## src/rtl/rec_pkg.sv

```systemverilog
package rec_pkg;
  typedef enum logic [2:0] {
    ST_IDLE,
    ST_SETTLE,
    ST_CHECK,
    ST_LOW,
    ST_HIGH
  } rec_state_e;
endpackage

```

## src/rtl/rec_sync.sv

```systemverilog
module rec_sync #(
  parameter int WIDTH  = 2,
  parameter int STAGES = 2
) (
  input  logic             clk_i,
  input  logic             rst_ni,
  input  logic [WIDTH-1:0] d_i,
  output logic [WIDTH-1:0] q_o
);
  logic [WIDTH-1:0] pipe_q [STAGES];

  generate
    for (genvar s = 0; s < STAGES; s++) begin : g_stage
      always_ff @(posedge clk_i or negedge rst_ni) begin
        if (!rst_ni) pipe_q[s] <= '1;
        else if (s == 0) pipe_q[s] <= d_i;
        else pipe_q[s] <= pipe_q[(s == 0) ? 0 : s-1];
      end
    end
  endgenerate

  assign q_o = pipe_q[STAGES-1];
endmodule

```

## src/rtl/rec_timer.sv

```systemverilog
module rec_timer #(
  parameter int HALF_TICKS = 500
) (
  input  logic clk_i,
  input  logic rst_ni,
  input  logic run_i,
  output logic done_o
);
  localparam int TW = $clog2(HALF_TICKS + 1);
  localparam logic [TW-1:0] LAST = TW'(HALF_TICKS - 1);

  logic [TW-1:0] cnt_q;

  assign done_o = run_i && (cnt_q == LAST);

  always_ff @(posedge clk_i or negedge rst_ni) begin
    if (!rst_ni) cnt_q <= '0;
    else if (!run_i || done_o) cnt_q <= '0;
    else cnt_q <= cnt_q + 1'b1;
  end

  p_phase_bound_r6: assert property (@(posedge clk_i) disable iff (!rst_ni)
    !run_i |=> cnt_q == '0);
endmodule

```

## src/rtl/rec_tries.sv

```systemverilog
module rec_tries #(
  parameter int MAX_TRIES = 100
) (
  input  logic clk_i,
  input  logic rst_ni,
  input  logic clr_i,
  input  logic inc_i,
  output logic exhausted_o
);
  localparam int CW = $clog2(MAX_TRIES + 1);
  localparam logic [CW-1:0] LIMIT = CW'(MAX_TRIES);

  logic [CW-1:0] cnt_q;

  assign exhausted_o = (cnt_q == LIMIT);

  always_ff @(posedge clk_i or negedge rst_ni) begin
    if (!rst_ni) cnt_q <= '0;
    else if (clr_i) cnt_q <= '0;
    else if (inc_i) cnt_q <= cnt_q + 1'b1;
  end

  p_no_overrun_r5: assert property (@(posedge clk_i) disable iff (!rst_ni)
    inc_i |-> cnt_q < LIMIT);
endmodule

```

## src/rtl/i2c_bus_recover.sv

```systemverilog
module i2c_bus_recover
  import rec_pkg::*;
#(
  parameter int HALF_TICKS  = 500,
  parameter int MAX_TRIES   = 100,
  parameter int SYNC_STAGES = 2
) (
  input  logic clk_i,
  input  logic rst_ni,
  input  logic start_i,
  input  logic scl_i,
  input  logic sda_i,
  output logic scl_oe_o,
  output logic sda_oe_o,
  output logic core_rst_o,
  output logic busy_o,
  output logic recovered_o,
  output logic failed_o
);
  rec_state_e state_q, state_d;
  logic [1:0] bus_s;
  logic bus_free, t_run, t_done, try_inc, try_clr, exhausted;
  logic recovered_q, failed_q;

  rec_sync #(.WIDTH(2), .STAGES(SYNC_STAGES)) u_sync (
    .clk_i(clk_i), .rst_ni(rst_ni), .d_i({scl_i, sda_i}), .q_o(bus_s)
  );

  assign bus_free = bus_s[1] & bus_s[0];
  assign t_run    = (state_q == ST_SETTLE) || (state_q == ST_LOW) || (state_q == ST_HIGH);

  rec_timer #(.HALF_TICKS(HALF_TICKS)) u_timer (
    .clk_i(clk_i), .rst_ni(rst_ni), .run_i(t_run), .done_o(t_done)
  );

  assign try_clr = (state_q == ST_IDLE) && start_i;
  assign try_inc = (state_q == ST_CHECK) && !bus_free && !exhausted;

  rec_tries #(.MAX_TRIES(MAX_TRIES)) u_tries (
    .clk_i(clk_i), .rst_ni(rst_ni), .clr_i(try_clr), .inc_i(try_inc),
    .exhausted_o(exhausted)
  );

  always_comb begin
    state_d = state_q;
    unique case (state_q)
      ST_IDLE:   if (start_i) state_d = ST_SETTLE;
      ST_SETTLE: if (t_done) state_d = ST_CHECK;
      ST_CHECK:  state_d = (bus_free || exhausted) ? ST_IDLE : ST_LOW;
      ST_LOW:    if (t_done) state_d = ST_HIGH;
      ST_HIGH:   if (t_done) state_d = ST_CHECK;
      default:   state_d = ST_IDLE;
    endcase
  end

  always_ff @(posedge clk_i or negedge rst_ni) begin
    if (!rst_ni) begin
      state_q     <= ST_IDLE;
      recovered_q <= 1'b0;
      failed_q    <= 1'b0;
    end else begin
      state_q <= state_d;
      if (try_clr) begin
        recovered_q <= 1'b0;
        failed_q    <= 1'b0;
      end else if (state_q == ST_CHECK) begin
        if (bus_free) recovered_q <= 1'b1;
        else if (exhausted) failed_q <= 1'b1;
      end
    end
  end

  assign scl_oe_o    = (state_q == ST_LOW);
  assign sda_oe_o    = 1'b0;
  assign busy_o      = (state_q != ST_IDLE);
  assign core_rst_o  = busy_o;
  assign recovered_o = recovered_q;
  assign failed_o    = failed_q;

  p_release_first_r2: assert property (@(posedge clk_i) disable iff (!rst_ni)
    $rose(busy_o) |-> !scl_oe_o);
  p_rst_during_pulse_r7: assert property (@(posedge clk_i) disable iff (!rst_ni)
    scl_oe_o |-> core_rst_o);
  p_result_excl_r9: assert property (@(posedge clk_i) disable iff (!rst_ni)
    !(recovered_o && failed_o));
  p_recover_on_free_r4: assert property (@(posedge clk_i) disable iff (!rst_ni)
    $rose(recovered_o) |-> $past(bus_s == 2'b11));
  p_fail_needs_budget_r5: assert property (@(posedge clk_i) disable iff (!rst_ni)
    $rose(failed_o) |-> $past(exhausted));
  p_busy_ignores_start_r9: assert property (@(posedge clk_i) disable iff (!rst_ni)
    (busy_o && state_q != ST_CHECK) |=> busy_o);
endmodule

```

## config.mk

```make
export PLATFORM = sky130hd
export DESIGN_NAME = i2c_bus_recover
export DESIGN_NICKNAME = d
export VERILOG_FILES = /design/src/rtl/rec_pkg.sv /design/src/rtl/rec_sync.sv /design/src/rtl/rec_timer.sv /design/src/rtl/rec_tries.sv /design/src/rtl/i2c_bus_recover.sv
export SDC_FILE = /design/constraint.sdc
export NUM_CORES = 1
export LEC_CHECK = 0
export ABC_AREA = 1
export BUFFER_PORTS_ARGS = -buffer_cell sky130_fd_sc_hd__buf_2
export CORE_AREA = 3 3 62 50
export CTS_CLUSTER_SIZE = 16
export DETAILED_ROUTE_END_ITERATION = 10
export DIE_AREA = 0 0 65 53
export HOLD_SLACK_MARGIN = 0.06
export PLACE_DENSITY = 0.69
export SLEW_MARGIN = 20
export SYNTH_ARGS = -nofsm -noshare
export SYNTH_HDL_FRONTEND = slang
export SYNTH_SLANG_ARGS = --single-unit
```

## constraint.sdc

```tcl
create_clock -name clk_i -period 3.1 [get_ports clk_i]
set_input_delay 0.155 -clock clk_i [delete_from_list [all_inputs] [get_ports clk_i]]
set_output_delay 0.155 -clock clk_i [all_outputs]
set_load 0.03 [all_outputs]
```

# Yosys cells after proc, flatten, opt, wreduce, memory -nomap -nowiden
# Cells that the tools add are included.
# W data, S select, Z words.
[totals]
output_inout_bits = 6
ff_bits = 25
wordCells = 56
inputBits = 5
[classes]
n_mux = 15
n_eq_ne = 10
reduce_logical = 21
bitwise = 1
add_sub_neg = 2
[op_table]
columns = ["operator", "n"]
rows = [
  ["$mux W7", 2],
  ["$pmux W3 S4", 1],
  ["$add A9 B1 Y9 const B", 1],
  ["$eq A9 B9 Y1 const B", 1],
  ["$mux W3", 3],
  ["$mux W9", 1],
  ["$reduce_bool A2 Y1", 4],
  ["$add A7 B1 Y7 const B", 1],
  ["$eq A7 B7 Y1 const B", 1],
  ["$mux W1", 7],
  ["$eq A3 B2 Y1 const B", 2],
  ["$ne A2 B1 Y1 const B", 3],
  ["$reduce_and A3 Y1", 2],
  ["$logic_and A1 B1 Y1", 4],
  ["$logic_or A1 B1 Y1", 4],
  ["$eq A3 B1 Y1 const B", 1],
  ["$eq A3 B3 Y1 const B", 1],
  ["$logic_not A1 Y1", 3],
  ["$logic_not A3 Y1", 1],
  ["$reduce_bool A3 Y1", 1],
  ["$mux W2", 1],
  ["$ne A2 B2 Y1 const B", 1],
  ["$reduce_and A2 Y1", 1],
  ["$reduce_or A2 Y1", 1],
  ["$and A1 B1 Y1", 1],
]

# Longest topological paths before layout
[depth]
word_depth = 6
depth_mapped = 8
mapped_depth_nobuf = 8

# Hierarchy
# Synthesis repeated with hierarchy kept, for this count alone.
[hier_totals]
hier_cells = 170
area_unflattened_um2 = 1345.0
[modules_own_cells]
columns = ["module", "n_inst", "cells_each", "seq_area_each_um2", "area_each_um2"]
rows = [
  ["rec_timer", 1, 62, 225.2, 491.7],
  ["rec_tries", 1, 52, 175.2, 402.9],
  ["i2c_bus_recover", 1, 50, 125.1, 330.3],
  ["rec_sync", 1, 6, 105.1, 120.1],
]

# Least setup slack after synthesis
# OpenSTA, ideal clock, no wires.
[synth_timing]
path_kind = "register to register"
start = "register state_q[2]"
end = "register state_q[2]"
path_buffers = 0
setup_ps = 68
required_time_ps = 3032
stages_incl_launch_ff = 6
path_slack_ps = 1800
arrival_time_ps = 1233
synth_period_minus_slack_ps = 1300
cell_sequence = "dfrtp_1 > inv_1 > nand2_1 > nor2_1 > nand3_1 > nand2_1"
[synth_between]
elab_chain_cells = 6
elab_cells_between_ends = 14
cone_classes = "7 x eq/ne; 1 x mux; 6 x reduce/logical"
[synth_lines]
columns = ["element", "line", "text"]
rows = [
  ["start, declared", "i2c_bus_recover.sv:20", "rec_state_e state_q, state_d;"],
  ["start signal, assigned", "i2c_bus_recover.sv:62", "state_q <= state_d;"],
  ["$eq A3 B2 Y1 (*)", "-", ""],
  ["named net scl_oe_o", "i2c_bus_recover.sv:13", "output logic scl_oe_o,"],
  ["$logic_or A1 B1 Y1 (2 in a row)", "i2c_bus_recover.sv:30", "assign t_run = (state_q == ST_SETTLE) || (state_q == ST_LOW) || (state_q == ST_HIGH);"],
  ["$logic_and A1 B1 Y1", "rec_timer.sv:14", "assign done_o = run_i && (cnt_q == LAST);"],
  ["$ne A2 B1 Y1 (no source line)", "-", ""],
  ["$reduce_and A3 Y1 (no source line)", "-", ""],
]
# Mark *: on every way through the listed nets, which the timed path passes. The rest lies on a longest branch.
# A chain may end at the register's enable or synchronous reset.

# Final worst setup path
[layout_timing]
start = "register state_q[2]"
end = "output port scl_oe_o"
[layout_between]
elab_chain_cells = 1
[layout_lines]
columns = ["element", "line", "text"]
rows = [
  ["$eq A3 B2 Y1", "i2c_bus_recover.sv:73", "assign scl_oe_o = (state_q == ST_LOW);"],
  ["end, declared", "i2c_bus_recover.sv:13", ""],
]
# No other way between the ends.

==> results.toml <==
[outcome]
status = "finished clean"

[final_layout]
mostFrequentLayoutCell = "nand2_1"
synthToLayoutAreaGrowth_pct = 9.16
mostFrequentLayoutCells = "nand2_1 (48), inv_1 (23), dfrtp_1 (21)"
fin_area_mm2 = 0.00151
diodes = 0
layout-drive-gt1-share = 0.156
nNetsFinal = 195

[yosys]
ys_types = 27
synth_area_leaders = "dfrtp_1 (38%), nand2_1 (13%), dfstp_2 (7.6%)"
synth-seq-area-share = 0.457
synth_edf_count = 0
ys.flop_type = "dfrtp_1"
synth_seq_cells = 25
syn_avg_cell_area_um2 = 7.97
synth_top_family_by_area = "simple AND/OR/NAND/NOR gates"
syn_nets = 181
synth_compound_area_frac = 0.0445
synth.mux.area_fraction = 0
yosys.area.top_type = "dfrtp_1"
synth_top_area_frac = 0.381
syn_inst = 173
netlist_area_mm2 = 0.00138
synthAdderAreaFrac = 0.0272
synthSimpleGateAreaFrac = 0.362
synth_warnings = 0
async_flop_share = 1.00
yosys.area_share.xor_xnor = 0.0191

[detailed_routing]
wire_per_inst_um = 11.8
wl_um = 2620
vias = 1090
drcViolationCount = 0
vias_per_cell = 4.91
antenna_left = 0
drt_iter0_drc = 69
firstDrtPassIters = 4

[floorplan]
ios = 11
die_area_mm2 = 0.00345
num_rows = 16
fp.coreArea_mm2 = 0.00254
die_w_um = 65
die_height_um = 53
start_util = 0.542

[sta]
fmax_mhz = 641
setup_violations = 0
hold_viol = 0
post-route-period-util = 0.504
setup_tns_ns = 0
worst_pin_slew_ns = 0.540
skew_ns = 0.0129
slew_headroom = 0.640
rsz0062_at_grt = "no"
maxSlewViolCount = 0
period_needed_ns = 1.56

[place]
port_buffers = 9
gp_congestion = 0.829
place_area_mm2 = 0.00145
dp.final_hpwl_um = 2050

[power]
switching_share = 0.453
power_density_mw_per_mm2 = 700
p_int_mw = 0.576
pwr-share-seq = 0.422
power_frac_clock = 0.135
p_leak_nw = 0.740
comb_power_share = 0.444
ir_worst_vdd_mv = 0.358
switching_power_mw = 0.477

[cts]
cts.sinks = 25
clockRootBuffer = "clkbuf_4"
htreeDepth = 1
cts_tree = "yes"
clkTransAtPathRegs_ns = 0.13
clock_latency_ns = 0.32
cts_setup_buffers = 0
cts_resized = 0
cts_buffers = 3
cts.path.max_buffers = 2
hold_buffers = 3

[global_routing]
grt_max_degree = 26
grt_pass1_vias = 1087
grt_pass1_wl_um = 4930
grt_antenna_before_repair = 0
overflow = 0
grt_use_total = 0.191

[critical_path]
crit_arrival_ns = 1.41
crit_slowest_cell = "dfrtp_1"
crit_path_max_fanout = 5
critPathKind = "reg -> out"
critPathRequiredTime_ns = 2.94
end_kind = "primary output"
path_cells = "inv_1, nand2_1, nor2_1, buf_2"
startpoint_type = "register"
cpPeakStageDelay_ns = 0.48

[job]
maxCapViolations = 0

[min_path]
hp-class = "in -> reg"
==> power groups by stage <==
stage          clock network (mW)  registers (mW)  logic, mW
6_report                    0.142           0.444      0.468
5_1_grt                     0.166           0.453      0.530
4_1_cts                     0.151           0.444      0.474
3_5_place_dp                    0           0.451      0.468
3_3_place_gp                    0           0.444      0.456
2_1_floorplan                   0           0.441      0.376
==> synthesized netlist by cell type (2+ instances only) <==
master,count
a21oi_1,6
buf_4,2
dfrtp_1,21
dfstp_2,4
ha_1,3
inv_1,23
inv_2,2
nand2_1,48
nand2_4,2
nand3_1,14
nand4_1,4
nor2_1,20
nor2_4,4
nor3b_1,2
o21ai_0,4
xor2_1,3
==> state kept, by name, summed over array words and instances (netlist names) <==
signal and flops:
recovered_o 1, state_q 3, u_timer.cnt_q 9, u_tries.cnt_q 7, u_sync.pipe_q 2, u_sync.q_o 2, failed_o 1
==> worst max-delay path, delay by kind of cell, from the launching register on <==
| kind | cells | cell delay, ns |
|---|---|---|
| DFF | 1 | 0.48 |
| buffers and inverters | 2 | 0.35 |
| and+or+nand+nor | 2 | 0.26 |
==> kinds of logic after synthesis <==
kind of cell,after synthesis
AND/OR/NAND/NOR,100
buffers and inverters,29
other,1
adder cells (fa/ha/maj),3
AO/OA/AOI/OAI,12
flip-flops,25
XOR/XNOR,3
==> cell type report <==
class                      count  area, um^2
fill                         236        1040
sequential                    25         631
multi-input combinational    119         628
inverter                      26         100
timing repair buffer          12        75.1
tap                           36        45.0
clock buffer                   4        26.3
==> metal layers <==
| layer | GRT usage | up-vias | wire length, um |
|---|---|---|---|
| met5 | 0 | - | 0 |
| met4 | 0.0526 | 0 | 13 |
| met3 | 0.0510 | 2 | 112 |
| met2 | 0.299 | 24 | 1150 |
| met1 | 0.262 | 500 | 1340 |
| li1 | - | 564 | - |
==> worst paths after layout <==
check                                        startpoint                           end  slack [ns]  depth (start not counted)
setup / recovery                 state_q[2]$_DFFE_PN0P_                      scl_oe_o        1.54                          4
hold / removal                                  start_i        state_q[2]$_DFFE_PN0P_        0.19                          5
setup reg to reg           u_tries.cnt_q[0]$_DFFE_PN0P_  u_tries.cnt_q[1]$_DFFE_PN0P_        1.71                          7
hold reg to reg              u_sync.pipe_q[3]$_DFF_PN1_       u_sync.q_o[1]$_DFF_PN1_        0.36                          0
max in group asynchronous                        rst_ni       u_sync.q_o[1]$_DFF_PN1_        2.38                          2
min in group asynchronous                        rst_ni    u_timer.cnt_q[7]$_DFF_PN0_        0.33                          2
==> per-stage QoR <==
stage	util	power, mW	setup WS (ns)	hold slack [ns]	instances
floorplan	-	0.817	1.80	-0.141	173
finish	0.592	1.05	1.54	0.192	222
global placement	0.570	0.900	1.78	0.178	215
CTS	0.592	1.07	1.52	0.185	222
detailed placement	0.570	0.919	1.73	0.174	215
global route	0.592	1.15	1.41	0.195	222
(Power assumes the default switching activity.)
